$ cat src/rtl/feat_trap_pkg.sv
package feat_trap_pkg;
  typedef enum logic [2:0] {
    OC_OK    = 3'd0,
    OC_UNDEF = 3'd1,
    OC_L2_64 = 3'd2,
    OC_L2_32 = 3'd3,
    OC_L3_64 = 3'd4,
    OC_MON   = 3'd5
  } oc_e;

  localparam int unsigned OC_W = 6;
  localparam int unsigned CODE_W = 8;
  localparam logic [CODE_W-1:0] CODE_SYS = 8'h03;

  typedef struct packed {
    logic [1:0] lvl;
    logic l3_present;
    logic hyp_en;
    logic l2_is64;
    logic l3_is64;
    logic mon_mode;
    logic l3_undef_prio;
    logic l3_sdd_undef;
    logic l3_terr;
    logic hyp_grp5_trap;
    logic hyp_terr;
  } acc_ctx_t;
endpackage

$ cat src/rtl/feat_trap_prio.sv
module feat_trap_prio
  import feat_trap_pkg::*;
(
  input  acc_ctx_t            ctx_i,
  output logic [OC_W-1:0]     oc_o,
  output logic [CODE_W-1:0]   code_o
);
  oc_e sel;
  logic l3_undef_hit, l3_terr_hit;

  assign l3_undef_hit = ctx_i.l3_present && ctx_i.l3_undef_prio && ctx_i.l3_terr;
  assign l3_terr_hit  = ctx_i.l3_present && ctx_i.l3_terr;

  // result of the level-3 trap-error check; exempt selects the monitor-mode escape
  function automatic oc_e l3_route(input acc_ctx_t c, input logic exempt);
    if (c.l3_sdd_undef)          return OC_UNDEF;
    if (c.l3_is64)               return OC_L3_64;
    if (exempt && c.mon_mode)    return OC_OK;
    return OC_MON;
  endfunction

  always_comb begin
    sel = OC_OK;
    unique case (ctx_i.lvl)
      2'd0: sel = OC_UNDEF;
      2'd1: begin
        if (l3_undef_hit)                              sel = OC_UNDEF;
        else if (ctx_i.hyp_en && ctx_i.hyp_grp5_trap)  sel = ctx_i.l2_is64 ? OC_L2_64 : OC_L2_32;
        else if (ctx_i.hyp_en && ctx_i.hyp_terr)       sel = ctx_i.l2_is64 ? OC_L2_64 : OC_L2_32;
        else if (l3_terr_hit)                          sel = l3_route(ctx_i, 1'b1);
        else                                           sel = OC_OK;
      end
      2'd2: begin
        if (l3_undef_hit)      sel = OC_UNDEF;
        else if (l3_terr_hit)  sel = l3_route(ctx_i, 1'b0);
        else                   sel = OC_OK;
      end
      default: sel = (ctx_i.l3_terr && !ctx_i.mon_mode) ? OC_MON : OC_OK;
    endcase
  end

  assign oc_o   = OC_W'(1) << sel;
  assign code_o = (sel == OC_L2_64 || sel == OC_L2_32 || sel == OC_L3_64) ? CODE_SYS : '0;

  always_comb begin
    assert ($onehot(oc_o)) else $error("p_onehot_r4 comb");
  end
endmodule

$ cat config.mk
export PLATFORM = sky130hd
export DESIGN_NAME = feat_trap_prio
export DESIGN_NICKNAME = d
export VERILOG_FILES = /design/src/rtl/feat_trap_pkg.sv /design/src/rtl/feat_trap_prio.sv
export SDC_FILE = /design/constraint.sdc
export NUM_CORES = 1
export LEC_CHECK = 0
export BUFFER_PORTS_ARGS = -buffer_cell sky130_fd_sc_hd__buf_2
export CORE_AREA = 4 4 41 43
export DETAILED_ROUTE_END_ITERATION = 7
export DIE_AREA = 0 0 45 47
export PLACE_DENSITY_LB_ADDON = 0.2
export SYNTH_ARGS = -nofsm -noshare
export SYNTH_HDL_FRONTEND = slang
export SYNTH_SLANG_ARGS = --single-unit
export TNS_END_PERCENT = 5
$ cat constraint.sdc
create_clock -name vclk -period 1.2
set_input_delay 0.12 -clock vclk [all_inputs]
set_output_delay 0.12 -clock vclk [all_outputs]
set_load 0.02 [all_outputs]
## After elaboration in Yosys (flattened, before gate mapping)

Index checks and enable logic that the tools add are counted.

- Equality and inequality tests: 5
- Shifts and indexed selects: 1
- Muxes and demuxes: 45
- Reductions and logical operators: 10

Operators with widths:

| cell | number |
|---|---|
| $mux W3 | 15 |
| $mux W1 | 28 |
| $pmux W3 S3 | 1 |
| $eq A3 B2 Y1 const B | 2 |
| $logic_and A1 B1 Y1 | 6 |
| $shl A1 B3 Y6 const A | 1 |
| $eq A3 B3 Y1 const B | 1 |
| $eq A2 B1 Y1 const B | 1 |
| $eq A2 B2 Y1 const B | 1 |
| $logic_not A2 Y1 | 1 |
| $logic_or A1 B1 Y1 | 2 |
| $mux W2 | 1 |
| $logic_not A1 Y1 | 1 |

- Register bits after elaboration: 0

## Longest topological paths before layout

Gate-level depths: netlist of run 1.

- Depth after elaboration: 31
- Gate-level depth with buffers: 5

## Least setup slack after synthesis of run 1

OpenSTA, ideal clock, no wires.

- Path type: input-to-output
- Start: input ctx_i[3] in the netlist's numbering
- End: output code_o[1]
- Arrival: 1.493 ns
- Data required time: 1.080 ns
- Slack: -0.413 ns
- Stages: 5
- Path buffers: 1
- Cell sequence: o21ba_2 nor4_1 or4_4 o21ai_1 buf_4

- Longest elaborated chain between the ends: 16
- Elaborated cells on any way between the ends: 23
- Classes of those cells: eq/ne (3); mux (18); reduce/logical (2)

Ends and longest elaborated chain:

| item | RTL line | RTL |
|---|---|---|
| start, declared | feat_trap_prio.sv:4 | `input acc_ctx_t ctx_i,` |
| $mux W1 (*) | feat_trap_prio.sv:16 | `if (c.l3_sdd_undef) return OC_UNDEF;` |
| $mux W1 (*) | feat_trap_prio.sv:30, feat_trap_prio.sv:35 |  |
| $mux W1 | feat_trap_prio.sv:29 | `else if (ctx_i.hyp_en && ctx_i.hyp_terr) sel = ctx_i.l2_is64 ? OC_L2_64 : OC_L2_32;` |
| $mux W1 | feat_trap_prio.sv:28 | `else if (ctx_i.hyp_en && ctx_i.hyp_grp5_trap) sel = ctx_i.l2_is64 ? OC_L2_64 : OC_L2_32;` |
| $mux W1 | feat_trap_prio.sv:27 | `if (l3_undef_hit) sel = OC_UNDEF;` |
| $mux W1 | feat_trap_prio.sv:24 | `unique case (ctx_i.lvl)` |
| $mux W3 | feat_trap_prio.sv:17 | `if (c.l3_is64) return OC_L3_64;` |
| $mux W3 | feat_trap_prio.sv:30 | `else if (l3_terr_hit) sel = l3_route(ctx_i, 1'b1);` |
| $mux W3 | feat_trap_prio.sv:29 |  |
| $mux W3 | feat_trap_prio.sv:28 |  |
| $mux W3 | feat_trap_prio.sv:27 |  |
| $pmux W3 S3 (*) | feat_trap_prio.sv:24 |  |
| $eq A3 B2 Y1 | feat_trap_prio.sv:43 | `assign code_o = (sel == OC_L2_64 \|\| sel == OC_L2_32 \|\| sel == OC_L3_64) ? CODE_SYS : '0;` |
| $logic_or A1 B1 Y1 | feat_trap_prio.sv:43 |  |
| $logic_or A1 B1 Y1 (*) | feat_trap_prio.sv:43 |  |
| $mux W2 (*) | feat_trap_prio.sv:43 |  |
| end, declared | feat_trap_prio.sv:6 | `output logic [CODE_W-1:0] code_o` |

Mark *: on every way between the ends. The rest lies on a longest branch, timed or not. The select of a mux whose other input is x is not followed.

## Worst setup path after layout of run 1

- Start: input ctx_i[3] in the netlist's numbering
- End: output oc_o[1]

- Longest elaborated chain between the ends: 13
- Elaborated cells on any way between the ends: 18
- Classes of those cells: shift (1); mux (17)

Ends and longest elaborated chain:

| item | RTL line | RTL |
|---|---|---|
| $mux W1 (*) | feat_trap_prio.sv:16 |  |
| $mux W1 (*) | feat_trap_prio.sv:30, feat_trap_prio.sv:35 |  |
| $mux W1 | feat_trap_prio.sv:29 |  |
| $mux W1 | feat_trap_prio.sv:28 |  |
| $mux W1 | feat_trap_prio.sv:27 |  |
| $mux W1 | feat_trap_prio.sv:24 |  |
| $mux W3 | feat_trap_prio.sv:17 |  |
| $mux W3 | feat_trap_prio.sv:30 |  |
| $mux W3 | feat_trap_prio.sv:29 |  |
| $mux W3 | feat_trap_prio.sv:28 |  |
| $mux W3 | feat_trap_prio.sv:27 |  |
| $pmux W3 S3 (*) | feat_trap_prio.sv:24 |  |
| $shl A1 B3 Y6 (*) | feat_trap_prio.sv:42 | `assign oc_o = OC_W'(1) << sel;` |
| end, declared | feat_trap_prio.sv:5 | `output logic [OC_W-1:0] oc_o,` |

Marks and branches as above.

==> results by group, run 1 <==
Logic synthesis
  • Post-synthesis adder-cell area fraction: 0
  • Synth top cells by count: buf_4 (7), nor2_1 (5), nand3_1 (3)
  • Gate Count Post-Synth: 37
  • Cell Area, Synth: about 240 um2
  • Ys Warns: 0
  • Synth unique cells: 22
  • Compound-Gate Fraction of Synth Area: 0.2256
  • Yosys top cell by area: buf_4
  • Synth top area cells: buf_4 (22%), nor2_1 (7.7%), nand3_1 (6.2%)
  • Multiplexer area fraction after synthesis: 0
  • Largest family of logic cells by synthesized area: simple AND/OR/NAND/NOR gates
  • Syn avg cell area: 6.594 um2
  • Synth Area in XOR/XNOR: 0
  • Most frequent cell after synthesis: buf_4
  • Synth Area in Simple Gates: 0.5436
  • Top-area cell type share of the netlist area: 0.2154
  • Sequential area share after synthesis: 0

Floorplanning
  • Die span in y: 47 um
  • Die Wd: 45 um
  • IO Count: 26
  • Core area: 1301 um2
  • Rows: 13
  • Initial Util: 0.1875
  • Die Area: 2115 um2

Timing
  • Max-slew violations: 0
  • Post-layout min period: between 1 and 1.5 ns
  • RSZ-0062 raised after global routing: yes
  • Worst hold slack: 0.8022 ns
  • Setup Viol. Count Final: 8
  • Final Cycle Share: 1.234
  • Hold Fails Final Rpt: 0
  • F_max: 0.6753 GHz
  • Final setup margin: -0.2809 ns

Route
  • Max Used Layer: met3
  • Routed vias/inst: 4.423
  • Drc violations: 0
  • Final WL: 776 um
  • Final ANT Viol Nets: 0
  • M1 WL: 301 um
  • Initial DRT Pass Iterations: 4
  • DRT iter0 DRCs: 4
  • DR WL met3: 67 um
  • Overall via count from detail_route: roughly 350
  • Met2 Wirelength: 407 um
  • Routed WL per cell: 9.949 um

Power and ir drop
  • Static Leak: 0.0002161 uW
  • PD cells: 414.9 nW/um2
  • Maximum VDD drop: 0.1172 mV

Finish
  • Share of cells above drive strength 1: 0.5714
  • Final core occ: 0.3452
  • Sequential standard cell area: 0 um2
  • N_diodes: 0
  • CLK BUF: 0
  • Post-route design area: 449.2 um2
  • Fin nets: just under 80
  • Sequential cell count: 0
  • Finished Layout Cells: 78
  • Synthesis-to-layout area growth: 84.10%

Setup path
  • Crit-path cells: buf_6 -> o21ba_4 -> nor4_2 -> or4_4 -> and3_4 -> buf_6
  • Startpoint Class: input port
  • Crit Path Max Fanout: 4
  • Crit end category: output port
  • Bufs and invs on worst path: 2
  • Crit path max-delay family: simple AND/OR/NAND/NOR gates
  • Setup CP Type: in -> out
  • CP max stage cell: or4_4
  • CP required: 1.08 ns
  • Most used cell, CP: buf_6
  • CP arrival: approximately 1.4 ns
  • Crit-path max cell delay: 0.57 ns

Hold path
  • Hold Crit Start: ctx_i[9]
  • Worst hold path depth: 5
  • Hold Path Class: in -> out
  • WHS Endpoint: oc_o[3]

Outcome
  • Outcome: complete, but fails checks
  • Violated checks: setup timing

Clocking
  • CTS Hold Bufs: 0

Global route
  • Grt total ovfl: 0
  • GRT Overall Usage: 0.06845
  • Initial antenna violation count: 0
  • Largest net degree at the start of global routing: 8
  • First-pass GRT wire length: about 1.2 mm
  • Vias in the first global route: roughly 320

Flow run
  • Max-Cap Viols: 0

Placement
  • Post-Place Cell Area: 392.9 um2
  • GPL Wtd Cong: 0.7363
  • I/O Buffers: 20
  • Inst Count DP: 77
  • Detail Placement HPWL: 653.1 um
  • Worst slack at placement: -0.3101 ns
-- cell families after synthesis --
group           Yosys count
simple gates             22
compound gates            7
other cells               1
buf+inv                   7
-- tightest hold or removal path, cell delays in order --
cell and delay [ns]:
buf_2 0.11, nand3_1 0.08, nand3_1 0.16, nor2_1 0.05, buf_2 0.15
-- worst max-delay path by stage --
stage          startpoint        end  depth (start not counted)
2_1_floorplan    ctx_i[3]  code_o[1]                          5
3_3_place_gp     ctx_i[3]    oc_o[1]                          6
3_5_place_dp     ctx_i[3]    oc_o[1]                          6
4_1_cts          ctx_i[3]    oc_o[1]                          6
5_1_grt          ctx_i[1]    oc_o[1]                          6
6_report         ctx_i[3]    oc_o[1]                          6
-- cells in the final DEF, fill, tap and decap left out, drive strengths merged, types with 2 or more instances in the layout --
cell    count
nand3b      2
nor4        2
nor2        5
and3        2
buf        28
nand3       3
conb        6
-- final cells by class --
cell class	instances	area (um2)
fill	153	852.1
timing repair buffer	28	182.7
multi-input combinational	35	247.7
tap	15	18.77
-- where the power goes --
group | leakage (uW) | total, uW | switching, uW | internal (uW)
Combinational | 0.000216 | 186 | 96.6 | 89.7
Sequential | 0 | 0 | 0 | 0
Clock | 0 | 0 | 0 | 0
-- routing by layer --
| layer | global-route usage | up-vias |
|---|---|---|
| met5 | 0 | - |
| met2 | 0.1525 | 14 |
| met3 | 0 | 0 |
| met1 | 0.07416 | 155 |
| li1 | - | 176 |
| met4 | 0 | 0 |
-- metrics by stage --
step | setup TNS (ns) | total power [uW]
floorplan | -0.6270 | 110.2
global placement | -1.796 | 159.3
detailed placement | -1.878 | 159.8
CTS | -1.739 | 181.0
global route | -2.097 | 200.5
finish | -1.676 | 186.4
-- timing repair --
action | in CTS | in global routing
buffers inserted | 1 | 0
gates resized for setup | 8 | 4
pin swaps | 3 | 0
setup endpoints to repair | 8 | 8
Power figures use the tool's default switching activity.
==> inputs of run 2 (changes only) <==
--- a/config.mk
+++ b/config.mk
@@ -10,6 +10,8 @@
 export DETAILED_ROUTE_END_ITERATION = 7
 export DIE_AREA = 0 0 45 47
 export PLACE_DENSITY_LB_ADDON = 0.2
+export RECOVER_POWER = 50
+export REMOVE_ABC_BUFFERS = 1
 export SYNTH_ARGS = -nofsm -noshare
 export SYNTH_HDL_FRONTEND = slang
 export SYNTH_SLANG_ARGS = --single-unit
==> run 2 against run 1 <==
Net effect: the run still ends with setup timing left; global-route usage shrank 0.47 points; hold slack worse by 0.017 ns; design area is 0.84% higher; worst setup slack improved by 0.016 ns; routed wire length shrank 2.7%; fmax increased by 1.1%; critical endpoint unchanged; non-clock buffer count is 3 lower; final cell count is 3.8% lower; combinational power hardly changed; power increased by 1.3%; die area unchanged.
==> results by group, run 2 (synthesized netlist as in run 1, its figures left out) <==
Finish
  • Most frequent cells in the layout: buf_2 (12), buf_4 (10), conb_1 (6)
  • CLK BUF: 0 (unchanged)
  • Area of the multi-input gates: 265.3 um2 (+7.1%)
  • Sequential cell count: 0 (unchanged)
  • Commonest non-fill, non-tap cell in the layout: buf_2
  • Fin nets: 74 (-3.9%)
  • Post-route design area: 452.9 um2 (+0.84%)
  • Sequential standard cell area: 0 um2 (unchanged)
  • Share of cells above drive strength 1: 0.6000 (+0.02857)
  • Synthesis-to-layout area growth: 85.64%
  • Fill cells: 152 (-0.65%)
  • N_diodes: 0 (unchanged)

Setup path
  • Crit end category: output port
  • Setup CP Type: in -> out
  • Crit Path Max Fanout: 4 (unchanged)
  • Startpoint Class: input port
  • CP arrival: 1.34 ns (-0.02 ns)
  • CP required: 1.08 ns (about the same)

Outcome
  • Outcome: complete, but fails checks
  • Violated checks: setup timing

Route
  • Routed vias/inst: 4.400 (-0.52%)
  • Initial DRT Pass Iterations: 2 (-2)
  • Routed WL per cell: 10.07 um (+1.2%)
  • DRT iter0 DRCs: 1 (-3)
  • Drc violations: 0 (unchanged)
  • Overall via count from detail_route: 330 (-4.3%)
  • Final WL: 755 um (-2.7%)
  • Final ANT Viol Nets: 0 (unchanged)

Power and ir drop
  • Static Leak: 0.0002126 uW (-1.6%)
  • PD cells: 416.8 nW/um2 (+0.46%)
  • Combinational share of power: 1.000 (about the same)
  • Clock Power Share: 0 (unchanged)
  • Internal power: 91.14 uW (+1.6%)
  • Sw Ratio: 0.5172 (-0.001332)
  • Sequential Power Share: 0 (unchanged)
  • Psw: 97.64 uW (+1.0%)
  • Maximum VDD drop: 0.1497 mV (+28%)

Global route
  • Initial antenna violation count: 0 (unchanged)
  • Vias in the first global route: 265 (-18%)
  • Largest net degree at the start of global routing: 8 (unchanged)
  • First-pass GRT wire length: 1.083 mm (-6.6%)
  • Grt total ovfl: 0 (unchanged)
  • GRT Overall Usage: 0.06373 (-0.004721)

Floorplanning
  • Rows: 13 (unchanged)
  • Die span in y: 47 um (unchanged)
  • Die Wd: 45 um (unchanged)
  • Die Area: 2115 um2 (unchanged)
  • Initial Util: 0.1875 (unchanged)
  • IO Count: 26 (unchanged)
  • Core area: 1301 um2 (unchanged)

Timing
  • Final setup margin: -0.2646 ns (+0.01626 ns)
  • Post-layout min period: 1.465 ns (-0.01626 ns)
  • Post-route setup TNS: -1.540 ns (+0.1356 ns)
  • Final Cycle Share: 1.221 (-0.01355)
  • Hold Fails Final Rpt: 0 (unchanged)
  • RSZ-0062 raised after global routing: yes
  • F_max: 0.6828 GHz (+1.1%)
  • Setup Viol. Count Final: 8 (unchanged)
  • Max-slew violations: 0 (unchanged)

Hold path
  • Hold Path Class: in -> out

Placement
  • GPL Wtd Cong: 0.7577 (+2.9%)
  • Post-Place Cell Area: 366.6 um2 (-6.7%)
  • Detail Placement HPWL: 672.4 um (+3.0%)
  • I/O Buffers: 20 (unchanged)

Clocking
  • Setup bufs post-CTS: 0 (-1)
  • CTS Hold Bufs: 0 (unchanged)

Flow run
  • Max-Cap Viols: 0 (unchanged)
[run 2: power groups by stage]
stage | sequential [uW] | combinational (uW) | clock, uW
2_1_floorplan | 0 | 87.4 | 0
3_3_place_gp | 0 | 152 | 0
3_5_place_dp | 0 | 151 | 0
4_1_cts | 0 | 185 | 0
5_1_grt | 0 | 204 | 0
6_report | 0 | 189 | 0
[run 2: what timing repair did]
item | CTS | global route
endpoints found under the setup margin | 8 | 8
endpoints found under the hold margin | 0 | 0
pin swaps | 3 | 0
gates cloned | 0 | 0
gates resized for setup | 17 | 2
[run 2: routing by layer]
metal / part of all wire / vias up / global-route usage
met3: 0.10 / 0 / 0.003831
met4: 0 / 0 / 0
met5: 0 / - / 0
met1: 0.44 / 142 / 0.09888
met2: 0.46 / 14 / 0.1017
li1: - / 174 / -
[run 2: worst paths after layout]
| path | slack (ns) | cells after the start | from | to |
|---|---|---|---|---|
| worst max-delay path | -0.26 | 6 | ctx_i[3] | oc_o[1] |
| worst min-delay path | 0.79 | 5 | ctx_i[2] | oc_o[3] |
[run 2: area by class of cell]
| cell class | instances | area share |
|---|---|---|
| timing repair buffer | 25 | 0.3729 |
| multi-input combinational | 35 | 0.5856 |
| tap | 15 | 0.04144 |
[run 2: metrics by stage]
stage / power, uW / instances / utilization / hold WS, ns / setup slack, ns
after floorplan: 87.36 / 35 / - / 0.5264 / -0.4116
after global placement: 151.7 / 75 / 0.2817 / 0.7818 / -0.2871
after detailed placement: 151.0 / 75 / 0.2817 / 0.7627 / -0.2876
after CTS: 184.6 / 75 / 0.3385 / 0.7991 / -0.2559
after global routing: 203.9 / 75 / 0.3481 / 0.8861 / -0.2943
final: 188.8 / 75 / 0.3481 / 0.7852 / -0.2646
[run 2: critical path, stage by stage]
cell and delay [ns]:
buf_6 0.10, o21ba_4 0.21, nor4_2 0.04, or4_4 0.56, and3_4 0.19, buf_6 0.12
